==> src/rtl/serial_irq_pkg.sv <==
package serial_irq_pkg;

    // Word index of each register (byte offset / 4)
    localparam int unsigned WORD_STATUS = 0;
    localparam int unsigned WORD_ENABLE = 1;
    localparam int unsigned WORD_TEST   = 2;

    typedef enum logic [1:0] {
        SEL_NONE,
        SEL_STATUS,
        SEL_ENABLE,
        SEL_TEST
    } reg_sel_e;

endpackage

==> src/rtl/irq_reg_decode.sv <==
module irq_reg_decode
    import serial_irq_pkg::*;
#(
    parameter int unsigned ADDR_W = 8
) (
    input  logic [ADDR_W-1:0] addr,
    output reg_sel_e          sel
);
    localparam int unsigned WIDX_W = ADDR_W - 2;

    logic [WIDX_W-1:0] widx;
    logic              aligned;

    assign widx    = addr[ADDR_W-1:2];
    assign aligned = (addr[1:0] == 2'b00);

    always_comb begin
        sel = SEL_NONE;
        if (aligned) begin
            if (widx == WIDX_W'(WORD_STATUS))      sel = SEL_STATUS;
            else if (widx == WIDX_W'(WORD_ENABLE)) sel = SEL_ENABLE;
            else if (widx == WIDX_W'(WORD_TEST))   sel = SEL_TEST;
        end
    end
endmodule

==> src/rtl/irq_status_cell.sv <==
module irq_status_cell (
    input  logic clk,
    input  logic rst_n,
    input  logic hw_set,
    input  logic sw_set,
    input  logic sw_clr,
    input  logic en_load,
    input  logic en_value,
    output logic status_q,
    output logic enable_q,
    output logic irq
);
    logic status_d;

    // Any set beats a clear in the same cycle
    always_comb begin
        status_d = status_q;
        if (hw_set || sw_set) status_d = 1'b1;
        else if (sw_clr)      status_d = 1'b0;
    end

    always_ff @(posedge clk or negedge rst_n) begin
        if (!rst_n) begin
            status_q <= 1'b0;
            enable_q <= 1'b0;
        end else begin
            status_q <= status_d;
            if (en_load) enable_q <= en_value;
        end
    end

    assign irq = status_q & enable_q;
endmodule

==> src/rtl/irq_read_mux.sv <==
module irq_read_mux
    import serial_irq_pkg::*;
#(
    parameter int unsigned NUM_SRC = 4,
    parameter int unsigned DATA_W  = 32
) (
    input  logic                rd_en,
    input  reg_sel_e            sel,
    input  logic [NUM_SRC-1:0]  status,
    input  logic [NUM_SRC-1:0]  enable,
    output logic [DATA_W-1:0]   rdata
);
    always_comb begin
        rdata = '0;
        if (rd_en) begin
            unique case (sel)
                SEL_STATUS: rdata[NUM_SRC-1:0] = status;
                SEL_ENABLE: rdata[NUM_SRC-1:0] = enable;
                SEL_TEST,
                SEL_NONE:   rdata = '0;
            endcase
        end
    end
endmodule

==> src/rtl/serial_irq_bank.sv <==
module serial_irq_bank
    import serial_irq_pkg::*;
#(
    parameter int unsigned NUM_SRC = 4,
    parameter int unsigned DATA_W  = 32,
    parameter int unsigned ADDR_W  = 8
) (
    input  logic              clk,
    input  logic              rst_n,
    input  logic              bus_wr,
    input  logic              bus_rd,
    input  logic [ADDR_W-1:0] bus_addr,
    input  logic [DATA_W-1:0] bus_wdata,
    output logic [DATA_W-1:0] bus_rdata,
    input  logic [NUM_SRC-1:0] hw_event,
    output logic [NUM_SRC-1:0] irq_out
);
    reg_sel_e           sel;
    logic               wr_status;
    logic               wr_enable;
    logic               wr_test;
    logic [NUM_SRC-1:0] status_q;
    logic [NUM_SRC-1:0] enable_q;
    logic               unused_wdata_hi;

    irq_reg_decode #(.ADDR_W(ADDR_W)) i_decode (
        .addr (bus_addr),
        .sel  (sel)
    );

    assign wr_status = bus_wr && (sel == SEL_STATUS);
    assign wr_enable = bus_wr && (sel == SEL_ENABLE);
    assign wr_test   = bus_wr && (sel == SEL_TEST);

    for (genvar g = 0; g < NUM_SRC; g++) begin : g_src
        irq_status_cell i_cell (
            .clk      (clk),
            .rst_n    (rst_n),
            .hw_set   (hw_event[g]),
            .sw_set   (wr_test & bus_wdata[g]),
            .sw_clr   (wr_status & bus_wdata[g]),
            .en_load  (wr_enable),
            .en_value (bus_wdata[g]),
            .status_q (status_q[g]),
            .enable_q (enable_q[g]),
            .irq      (irq_out[g])
        );
    end

    irq_read_mux #(.NUM_SRC(NUM_SRC), .DATA_W(DATA_W)) i_rmux (
        .rd_en  (bus_rd),
        .sel    (sel),
        .status (status_q),
        .enable (enable_q),
        .rdata  (bus_rdata)
    );

    assign unused_wdata_hi = ^bus_wdata[DATA_W-1:NUM_SRC];
endmodule

==> config.mk <==
export PLATFORM = sky130hd
export DESIGN_NAME = serial_irq_bank
export DESIGN_NICKNAME = d
export VERILOG_FILES = /design/src/rtl/serial_irq_pkg.sv /design/src/rtl/irq_reg_decode.sv /design/src/rtl/irq_status_cell.sv /design/src/rtl/irq_read_mux.sv /design/src/rtl/serial_irq_bank.sv
export SDC_FILE = /design/constraint.sdc
export NUM_CORES = 1
export LEC_CHECK = 0
export BUFFER_PORTS_ARGS = -buffer_cell sky130_fd_sc_hd__buf_2
export CAP_MARGIN = 30
export CORE_MARGIN = 2
export CORE_UTILIZATION = 30
export DETAILED_ROUTE_END_ITERATION = 10
export HOLD_SLACK_MARGIN = 0.1
export PLACE_DENSITY = 0.72
export SYNTH_ARGS = -nofsm -noshare
export SYNTH_HDL_FRONTEND = slang
export SYNTH_SLANG_ARGS = --single-unit
==> constraint.sdc <==
create_clock -name clk -period 1.5 [get_ports clk]
set_clock_uncertainty 0.15 [all_clocks]
set_input_delay 0.3 -clock clk [delete_from_list [all_inputs] [get_ports clk]]
set_output_delay 0.3 -clock clk [all_outputs]
set_load 0.03 [all_outputs]
# --- Word level (Yosys, flattened, before mapping) ---
# Cells that the tools add are included.
classes:
  bitwise: 12
  eq_ne: 5
  muxes: 14
  reduce_logical: 15
op_table:
  columns: ["operator", "n"]
  rows:
  - ["bitwise AND 1 bit", 12]
  - ["case mux 4 bit (3 select lines)", 1]
  - ["2-to-1 mux 1 bit", 8]
  - ["2-to-1 mux 2 bit", 4]
  - ["nonzero test 2 bit", 4]
  - ["equality test 6 x 1 -> 1 bit, second input constant", 1]
  - ["equality test 6 x 2 -> 1 bit, second input constant", 1]
  - ["zero test 6 bit", 1]
  - ["equality test 2 bit, second input constant", 2]
  - ["zero test 2 bit", 2]
  - ["logical OR 1 bit", 4]
  - ["2-to-1 mux 4 bit", 1]
  - ["logical AND 1 bit", 3]
  - ["equality test 2 x 1 -> 1 bit, second input constant", 1]
  - ["OR reduction 2 bit", 1]
word_totals:
  in_bits: 48
  regBits: 8
  output_inout_bits: 36
  elab_cells: 54

# --- Longest topological paths before layout ---
# Gate-level depths: netlist of run 1.
depth:
  depth_word: 10
  depth_mapped: 4
  mapped_depth_nobuf: 3

# --- Modules after synthesis ---
# Synthesis of run 1 repeated with hierarchy kept, for this count alone.
unflattened:
  cells_unflattened: 85
  hier_area_um2: 747.0
by_module_without_submodules:
  columns: ["mod", "seq_area_each_um2", "area_each_um2", "cells_per_inst", "n_inst"]
  rows:
  - ["irq_status_cell", 50.0, 83.8, 7, 4]
  - ["irq_read_mux", 0.0, 287.8, 44, 1]
  - ["serial_irq_bank", 0.0, 85.1, 9, 1]
  - ["irq_reg_decode", 0.0, 38.8, 4, 1]

# --- Worst setup path before layout of run 1 ---
# No wires, ideal clock.
synth_timing:
  kind: "in2out"
  start: "input port bus_addr[1]"
  end: "output port bus_rdata[0]"
  n_path_buf: 0
  setup_slack_ps: -348
  arrival_time_ps: 1398
  required_ps: 1050
  path_stages: 3
  path_cell_list: "nor4_4 -> nand4b_1 -> nor2_1"
synth_via:
  elab_chain_len: 6
  word_cells_on_any_way: 9
  classes_between: "eq/ne (3); mux (3); reduce/logical (3)"
synth_rtl:
  columns: ["item", "line_no", "rtl"]
  rows:
  - ["start: declaration", "serial_irq_bank.sv:12", "input logic [ADDR_W-1:0] bus_addr,"]
  - ["zero test 2 bit (*)", "irq_reg_decode.sv:15", "assign aligned = (addr[1:0] == 2'b00);"]
  - ["2-to-1 mux 2 bit (*)", "irq_reg_decode.sv:19", "if (aligned) begin"]
  - ["equality test 2 bit or zero test 2 bit (tied branches)", "irq_read_mux.sv:16", "unique case (sel)"]
  - ["OR reduction 2 bit", "irq_read_mux.sv:16", null]
  - ["case mux 4 bit (3 select lines) (*)", "irq_read_mux.sv:16", null]
  - ["2-to-1 mux 4 bit (*)", "irq_read_mux.sv:15", "if (rd_en) begin"]
  - ["end: declaration", "serial_irq_bank.sv:14", "output logic [DATA_W-1:0] bus_rdata,"]
# Every way passes the cells marked *; elsewhere a longest branch is shown, timed or not.

# --- Worst setup path after layout of run 1 ---
layout_timing:
  start: "input port bus_addr[0]"
  end: "output port bus_rdata[3]"
# Same word-level chain as after synthesis.

==> impl_metrics.py, run 1 <==
metrics = {
    "timing": {
        "setup_ws_ns": -0.1592,
        "finalHoldViolCount": 0,
        "post-route-period-util_pct": 110.6,
        "max_freq_mhz": 602.7,
        "rsz0062_at_grt": "yes",
        "hold_ws_ns": 0.1025,
        "drv_slew": 0,
        "setup_viol": 4,
        "min_period_ns": 1.659,
    },
    "detailed_routing": {
        "routedWlPerCell_um": 9.525,
        "drt-pass1-iter-count": 4,
        "via_count": 575,
        "drc": 0,
        "drtIter0Drc": 9,
        "wl_met3_um": 132,
        "top_layer": "met4",
        "wl_met2_um": 744,
        "avgViaCountPerCell": 4.137,
        "wl_mm": 1.324,
        "wl_met1_um": 425,
        "antenna_left": 0,
    },
    "final_layout": {
        "area_delta_synth_final_pct": 24.71,
        "drive_above_1_share_pct": 44.04,
        "register_area_um2": 200.2,
        "num_antenna_cells": 0,
        "fin_cells": 139,
        "n_fill_cell": 253,
        "final_nets": 159,
        "multiInputGateArea_um2": 417.9,
        "finalCoreUtilization_pct": 38.43,
        "post-route-cell-area_um2": 934.6,
    },
    "setup_path": {
        "critPathArrivalTime_ns": 1.21,
        "cp_data_required_time_ns": 1.05,
        "critPathCaptureType": "output pin",
        "crit_type": "in2out",
        "cp_max_fo": 4,
        "start_kind": "input pin",
        "critical_path.startpoint": "bus_addr[0]",
        "regToRegStartpoint": "g_src[0].i_cell.status_q",
    },
    "cts": {
        "clock-root-buffer": "clkbuf_4",
        "clockBufferDepth": 2,
        "htreeDepth": 1,
        "post_cts_buffers": 0,
        "cts_buffers": 3,
        "clk_latency_ns": 0.25,
        "cts.clk_slew.worst_paths_ns": 0.05,
        "cts_tree": "done",
        "clock-sinks": 8,
    },
    "logic_synthesis": {
        "yosysTopAreaCell": "buf_4",
        "synthArstFlopShare_pct": 100.0,
        "synth_warnings": 0,
        "yosysUniqueCellTypes": 16,
        "synth_xor_area_share_pct": 0,
        "yosysMostFrequentCell": "buf_4",
        "synth_compound_area_share_pct": 8.681,
        "syn_area_per_cell_um2": 9.733,
        "yosys-top-cells-area": "buf_4, dfrtp_1, mux2_2",
        "synth-edff-count": 0,
        "yosys-top-cells-count": "buf_4, dfrtp_1, nor2_1",
        "synth_seq_cells": 8,
        "synth-simple-area-share_pct": 17.70,
        "synth_top_family_by_area": "buffers and inverters",
        "synth_mux_area_share_pct": 11.35,
        "seq_area_frac_synth_pct": 26.71,
        "synth_top_area_share_pct": 33.06,
        "synth_fa_ha_area_share_pct": 0,
        "syn_inst": 77,
        "synth.cell_area_um2": 749.5,
        "synth-main-ff-cell": "dfrtp_1",
    },
    "die": {
        "core_um2": 2432,
        "dieHeight_um": 53.98,
        "io_pins": 84,
        "start_util_pct": 30.81,
        "num_rows": 18,
        "dieArea_um2": 2914,
        "die_x_um": 53.98,
    },
    "global_routing": {
        "grt_usage_pct": 9.827,
        "antenna_found_initial": 0,
        "grt_max_degree": 9,
        "grt_pass1_vias": 517,
        "grt_overflow_total": 0,
        "grt_pass1_wl_mm": 2.083,
    },
    "placed_design": {
        "place_area_um2": 830.8,
        "hpwl_mm": 1.121,
        "gp_congestion": 0.7457,
        "placed_cells": 134,
        "portBuffers": 27,
    },
    "min_path": {
        "hp-class": "in2reg",
        "min-delay-start": "hw_event[3]",
    },
    "power": {
        "ir_worst_vdd_mv": 0.3420,
        "p_total_uw": 588.3,
        "leakage_uw": 0.0004999,
        "p_per_area_nw_per_um2": 629.5,
    },
    "status": {
        "status": "finished, violations left",
        "violations": "negative setup slack",
    },
    "flow_run": {
        "maxCapViolations": 0,
    },
}
[critical path, cell delays in order]
cell and delay (ns):
buf_6 0.09, nor4_4 0.28, nand4b_1 0.15, buf_6 0.17, nor2_4 0.08, buf_6 0.13
[registers in the layout, indices dropped and copies added (netlist names)]
name and cells:
g_src.i_cell.status_q 4, g_src.i_cell.enable_q 4
[per-stage QoR]
stage / TNS, ns / worst slack, ns
finish: -0.6069 / -0.1592
global route: -0.7519 / -0.1949
CTS: -0.6293 / -0.1652
detailed placement: -1.730 / -0.2620
global placement: -1.376 / -0.2201
floorplan: -1.284 / -0.3211
[cells by family (layout without fill, tap and decap cells)]
group           Yosys count  count (layout)
compound gates            8               8
buf+inv                  37              42
flops                     8               8
mux                       8               8
other cells               1              28
simple gates             15              15
[where the power goes]
group,switching (uW),internal [uW],leakage [uW],total (uW)
Sequential,3.55,222,0.0000902,225
Clock,71.3,91.4,0.0000138,163
Combinational,147,53.1,0.000396,201
Total,222,366,0.000500,588
[path summary, 6_finish.rpt]
check                                           end  slack, ns  depth (start not counted)
setup reg to reg           g_src[0].i_cell.status_q       0.41                          3
hold / removal             g_src[3].i_cell.status_q       0.10                          2
hold reg to reg            g_src[0].i_cell.enable_q       0.38                          1
min in group asynchronous  g_src[0].i_cell.status_q       0.28                          2
setup / recovery                       bus_rdata[3]      -0.16                          6
max in group asynchronous  g_src[3].i_cell.status_q       0.75                          2
[per-layer routing]
metal / up-vias / GRT usage, %
met5: - / 0
met4: 0 / 5.000
met3: 4 / 0.8333
met2: 45 / 20.33
met1: 259 / 9.322
li1: 267 / -
[layout make-up]
cell class	count	share of cell area, %
timing repair buffer	35	25.84
clock buffer	3	2.410
inverter	4	1.606
tap	30	4.016
sequential	8	21.42
multi-input combinational	59	44.71
[timing repair]
action,in CTS,in global routing
gates resized for setup,15,0
endpoints found under the setup margin,4,4
hold buffers,2,0
pin swaps,6,2
endpoints found under the hold margin,9,0
[cells in the final DEF, fill, tap and decap left out]
cell type / count
conb_1: 28
buf_2: 21
dfrtp_1: 8
buf_6: 7
buf_4: 5
and2_1: 4
mux2i_1: 4
nor2_4: 4
inv_1: 4
a31oi_1: 4
a311o_1: 4
mux2_2: 4
clkbuf_4: 3
dlygate4sd3_1: 2
nor4_4: 1
nor2_1: 1
nand4b_1: 1
nor4b_4: 1
and2_2: 1
nor2b_1: 1
nand4_4: 1
Power figures use the tool's default switching activity.
==> run 2, diff against run 1 <==
--- a/config.mk
+++ b/config.mk
@@ -5,13 +5,14 @@
 export SDC_FILE = /design/constraint.sdc
 export NUM_CORES = 1
 export LEC_CHECK = 0
-export BUFFER_PORTS_ARGS = -buffer_cell sky130_fd_sc_hd__buf_2
 export CAP_MARGIN = 30
 export CORE_MARGIN = 2
-export CORE_UTILIZATION = 30
+export CORE_UTILIZATION = 35
 export DETAILED_ROUTE_END_ITERATION = 10
+export DONT_BUFFER_PORTS = 1
 export HOLD_SLACK_MARGIN = 0.1
-export PLACE_DENSITY = 0.72
+export PLACE_DENSITY = 0.48
+export REMOVE_ABC_BUFFERS = 1
 export SYNTH_ARGS = -nofsm -noshare
 export SYNTH_HDL_FRONTEND = slang
 export SYNTH_SLANG_ARGS = --single-unit
==> impl_metrics.py, run 2 (synthesized netlist as in run 1, its figures left out) <==
metrics = {
    "die": {
        "io_pins": 84,
        "dieArea_um2": 2528,
        "num_rows": 16,
        "die_x_um": 50.28,
        "core_um2": 1982,
        "dieHeight_um": 50.28,
        "start_util_pct": 37.82,
    },
    "min_path": {
        "min-delay-start": "bus_addr[2]",
        "hp-class": "in2reg",
        "holdPathStages": 2,
        "hold_end": "g_src[2].i_cell.enable_q",
    },
    "final_layout": {
        "layout_common_cells": "conb_1, dlygate4sd3_1, dfrtp_1, buf_4, nor2_1",
        "area_delta_synth_final_pct": 8.347,
        "n_fill_cell": 202,
        "final_common_cell": "conb_1",
        "drive_above_1_share_pct": 19.78,
        "num_antenna_cells": 0,
        "reg_top3": "g_src.i_cell.enable_q: 4 flops, g_src.i_cell.status_q: 4 flops",
        "final_nets": 141,
    },
    "setup_path": {
        "r2r-end": "g_src[3].i_cell.status_q",
        "critPathBufInv": 1,
        "critical_path_depth": 4,
        "slowest_stage": "nor4_4",
        "timing.critical_path.cells": "nor4_4, nand4b_1, nor2_1, buf_4",
        "reg2reg_depth": 3,
        "crit_type": "in2out",
        "critical_path.startpoint": "bus_addr[1]",
        "cp_slowest_stage_delay_ns": 0.27,
        "regToRegStartpoint": "g_src[3].i_cell.status_q",
        "cp_top_family": "simple AND/OR/NAND/NOR gates",
        "cp_data_required_time_ns": 1.05,
        "start_kind": "input pin",
        "critPathCaptureType": "output pin",
        "critPathArrivalTime_ns": 1.20,
        "rrSetupSlack_ns": 0.43,
        "cp_max_fo": 4,
    },
    "cts": {
        "clk_latency_ns": 0.25,
        "clock-root-buffer": "clkbuf_4",
        "cts.clk_slew.worst_paths_ns": 0.05,
        "htreeDepth": 1,
        "cts_tree": "done",
        "clockBufferDepth": 2,
        "cts_resized": 0,
        "clock-sinks": 8,
        "cts_buffers": 3,
    },
    "timing": {
        "finalHoldViolCount": 0,
        "rsz0062_at_grt": "yes",
        "setup_tns_ns": -0.4914,
        "setup_viol": 4,
        "post-route-period-util_pct": 109.8,
        "drv_slew": 0,
        "max_freq_mhz": 606.9,
        "min_period_ns": 1.648,
        "setup_ws_ns": -0.1476,
    },
    "status": {
        "status": "finished, violations left",
        "violations": "negative setup slack",
    },
    "placed_design": {
        "gp_congestion": 0.7145,
        "hpwl_mm": 1.016,
        "portBuffers": 0,
    },
    "flow_run": {
        "maxCapViolations": 0,
    },
    "power": {
        "p_per_area_nw_per_um2": 680.3,
        "ir_worst_vdd_mv": 0.4719,
        "p_total_uw": 552.4,
        "leakage_uw": 0.0004137,
    },
    "detailed_routing": {
        "antenna_left": 0,
        "drc": 0,
        "drtIter0Drc": 1,
        "routedWlPerCell_um": 11.69,
        "drt-pass1-iter-count": 3,
        "via_count": 501,
        "avgViaCountPerCell": 4.246,
        "wl_mm": 1.380,
    },
    "global_routing": {
        "grt_pass1_vias": 460,
        "grt_usage_pct": 11.52,
        "grt_pass1_wl_mm": 2.083,
        "grt_max_degree": 9,
        "antenna_found_initial": 0,
        "grt_overflow_total": 0,
    },
}
==> run 2: changes by cell type in the layout (fill, tap and decap cells not counted) <==
cell	previous run	this run
buf_2	21	0
dlygate4sd3_1	2	10
buf_4	5	7
nor2_4	4	0
nor2_1	1	5
buf_6	7	0
==> run 2: per-layer routing <==
metal  global-route usage (%)  part of all wire [%]
met5                        0                     0
met4                    8.333                   2.3
met3                    1.786                    10
met2                    18.42                    50
met1                    13.91                    37
==> run 2: worst max-delay path by stage <==
stage	end	slack, ns
after floorplan	bus_rdata[0]	-0.35
after global placement	bus_rdata[3]	-0.17
after detailed placement	bus_rdata[0]	-0.16
after CTS	bus_rdata[0]	-0.15
after global routing	bus_rdata[3]	-0.21
final	bus_rdata[3]	-0.15
==> run 2: layout make-up <==
cell class | instances | area (um2) | share of cell area [%]
clock buffer | 3 | 22.52 | 2.773
inverter | 4 | 15.01 | 1.849
multi-input combinational | 59 | 387.9 | 47.77
sequential | 8 | 200.2 | 24.65
tap | 27 | 33.78 | 4.160
timing repair buffer | 17 | 152.6 | 18.80
==> run 2: stage by stage <==
step           setup slack (ns)  std cells  hold slack [ns]  utilization [%]  area (um2)
6_report                -0.1476        118           0.1506            40.97       812.0
5_1_grt                 -0.2102        118           0.1437            40.97       812.0
4_1_cts                 -0.1521        117           0.1409            40.59       804.5
3_5_place_dp            -0.1571        103          -0.1454            34.03       674.4
3_3_place_gp            -0.1654        103          -0.1454            34.03       674.4
2_1_floorplan           -0.3481         71          -0.1456                -       603.1
==> run 2: report_power, final <==
part	internal [uW]	switching (uW)
registers	221	3.22
logic	37.9	125
clock network	91.5	72.8
==> run 2: repair_timing <==
item	CTS	global route
setup endpoints to repair	4	4
buffers inserted	1	1
endpoints found under the hold margin	16	0
hold buffers	10	0
pin swaps	5	3
==> run 3, diff against run 2 <==
--- a/config.mk
+++ b/config.mk
@@ -11,8 +11,10 @@
 export DETAILED_ROUTE_END_ITERATION = 10
 export DONT_BUFFER_PORTS = 1
 export HOLD_SLACK_MARGIN = 0.1
-export PLACE_DENSITY = 0.48
+export PLACE_DENSITY = 0.46
 export REMOVE_ABC_BUFFERS = 1
+export SKIP_CTS_REPAIR_TIMING = 1
 export SYNTH_ARGS = -nofsm -noshare
 export SYNTH_HDL_FRONTEND = slang
+export SYNTH_HIERARCHICAL = 1
 export SYNTH_SLANG_ARGS = --single-unit
==> constraint.sdc (replaced) <==
create_clock -name clk -period 1.6 [get_ports clk]
set_clock_uncertainty 0.15 [all_clocks]
set_input_delay 0.32 -clock clk [delete_from_list [all_inputs] [get_ports clk]]
set_output_delay 0.32 -clock clk [all_outputs]
set_load 0.03 [all_outputs]
==> impl_metrics.py, run 3 <==
metrics = {
    "final_layout": {
        "num_antenna_cells": 0,
        "drive_above_1_share_pct": 24.27,
        "final_common_cell": "conb_1",
        "area_delta_synth_final_pct": 20.60,
        "n_fill_cell": 204,
        "register_area_um2": 200.2,
        "reg_top3": "g_src.i_cell/enable_q: 4 flops, g_src.i_cell/status_q: 4 flops",
        "final_nets": 153,
        "layout_common_cells": "conb_1, dlygate4sd3_1, dfrtp_1, nand2_1",
        "multiInputGateArea_um2": 464.2,
    },
    "detailed_routing": {
        "antenna_left": 0,
        "wl_mm": 1.496,
        "drtIter0Drc": 2,
        "drt-pass1-iter-count": 4,
        "drc": 0,
        "via_count": 571,
        "avgViaCountPerCell": 4.392,
        "routedWlPerCell_um": 11.51,
    },
    "setup_path": {
        "cp_data_required_time_ns": 1.13,
        "cp_top_family": "simple AND/OR/NAND/NOR gates",
        "slowest_stage": "or4_4",
        "timing.critical_path.cells": "or4_4, nor4_4, or2b_4, o22ai_2, buf_6",
        "critPathCaptureType": "output pin",
        "start_kind": "input pin",
        "cp_max_fo": 4,
        "cp_slowest_stage_delay_ns": 0.54,
        "critPathBufInv": 1,
        "crit_type": "in2out",
        "critPathArrivalTime_ns": 1.73,
    },
    "min_path": {
        "hp-class": "in2reg",
    },
    "die": {
        "die_x_um": 50.20,
        "dieArea_um2": 2520,
        "io_pins": 84,
        "dieHeight_um": 50.20,
        "start_util_pct": 37.69,
        "core_um2": 1982,
        "num_rows": 16,
    },
    "global_routing": {
        "grt_usage_pct": 11.45,
        "use_met3_pct": 2.083,
        "grt_most_used_layer": "met2",
        "antenna_found_initial": 0,
        "globalRouteMet2Util_pct": 18.20,
        "grt_overflow_total": 0,
        "grt_pass1_wl_mm": 2.097,
        "met1_usage_pct": 13.17,
        "grt_pass1_vias": 452,
        "grt_max_degree": 11,
    },
    "status": {
        "violations": "negative setup slack",
        "status": "finished, violations left",
    },
    "placed_design": {
        "gp_congestion": 0.7730,
        "dp_slack_ns": -0.7283,
        "hpwl_mm": 1.117,
        "portBuffers": 0,
    },
    "logic_synthesis": {
        "synthArstFlopShare_pct": 100.0,
        "syn_inst": 85,
        "synth_seq_cells": 8,
        "synth_top_area_share_pct": 28.14,
        "yosysMostFrequentCell": "buf_4",
        "synth.cell_area_um2": 747.0,
        "yosysUniqueCellTypes": 20,
        "seq_area_frac_synth_pct": 26.80,
        "yosys-top-cells-area": "buf_4, dfrtp_1, mux2_4",
        "yosysTopAreaCell": "buf_4",
        "yosys-top-cells-count": "buf_4, dfrtp_1, nand2_1",
        "synth-main-ff-cell": "dfrtp_1",
        "syn_area_per_cell_um2": 8.788,
        "synth_warnings": 6,
        "synth-edff-count": 0,
    },
    "cts": {
        "clk_latency_ns": 0.25,
        "cts_buffers": 3,
        "cts.clk_slew.worst_paths_ns": 0.06,
        "clock-root-buffer": "clkbuf_4",
        "clock-sinks": 8,
        "cts_tree": "done",
        "clockBufferDepth": 2,
        "htreeDepth": 1,
    },
    "timing": {
        "drv_slew": 0,
        "setup_tns_ns": -3.527,
        "min_period_ns": 2.201,
        "setup_ws_ns": -0.6013,
        "rsz0062_at_grt": "yes",
        "post-route-period-util_pct": 137.6,
        "max_freq_mhz": 454.3,
        "setup_viol": 12,
        "finalHoldViolCount": 0,
    },
    "power": {
        "p_per_area_nw_per_um2": 603.0,
        "leakage_uw": 0.0004501,
        "ir_worst_vdd_mv": 0.2399,
    },
    "flow_run": {
        "maxCapViolations": 0,
    },
}
==> run 3: cell types whose count changed after synthesis, sizes merged, moves of 4 or more <==
cell | before | now
a311o | 4 | 0
a31oi | 4 | 0
and4 | 0 | 4
and4b | 0 | 4
buf | 33 | 28
mux2i | 4 | 0
nand2 | 0 | 8
o21ai | 0 | 4
o22ai | 0 | 4
==> run 3: cells by family after synthesis <==
family,count (synthesis),share of synthesized area (%)
xor gates and xnor gates,1,1.173
AOI/OAI and AO/OA,8,6.030
other,1,0.5020
DFF,8,26.80
and+or+nand+nor,30,26.63
muxes,4,8.041
buffers and inverters,33,30.82
==> run 3: path summary, 6_finish.rpt <==
path,slack [ns],to,from,depth (start not counted)
worst min register to register,0.38,g_src[1].i_cell/enable_q,g_src[1].i_cell/enable_q,1
max in group asynchronous,0.74,g_src[2].i_cell/enable_q,rst_n,1
worst min-delay path,0.18,g_src[0].i_cell/status_q,bus_wdata[0],2
min in group asynchronous,0.28,g_src[3].i_cell/status_q,rst_n,1
worst max register to register,0.68,g_src[2].i_cell/enable_q,g_src[2].i_cell/enable_q,1
worst max-delay path,-0.60,bus_rdata[2],bus_addr[7],5
==> run 3: power breakdown <==
group | total (uW) | switching (uW) | internal [uW]
combinational | 169 | 128 | 40.9
sequential | 219 | 6.70 | 212
clock | 156 | 69.8 | 85.9
total | 543 | 204 | 339
==> run 3: final cells by class <==
type	count	area share (%)
Multi-Input combinational cell	71	51.53
Tap cell	27	3.750
Timing Repair Buffer	17	18.33
Clock buffer	3	2.500
Sequential cell	8	22.22
Inverter	4	1.667
==> run 3: metrics by stage <==
stage / hold WS [ns] / instances / instance area (um2) / power, uW / util (%)
4_1_cts: -0.4001 / 121 / 749.5 / 523.3 / 37.82
3_3_place_gp: -0.1253 / 118 / 726.9 / 364.5 / 36.68
6_report: 0.1835 / 130 / 900.9 / 543.2 / 45.45
3_5_place_dp: -0.1254 / 118 / 726.9 / 364.5 / 36.68
2_1_floorplan: -0.1256 / 83 / 633.1 / 357.9 / -
5_1_grt: 0.1874 / 130 / 900.9 / 578.9 / 45.45
==> run 3: routing by layer <==
| layer | wire length [um] | vias up |
|---|---|---|
| met5 | 0 | - |
| met4 | 19 | 0 |
| met3 | 156 | 2 |
| met2 | 737 | 42 |
| met1 | 583 | 254 |
| li1 | - | 273 |
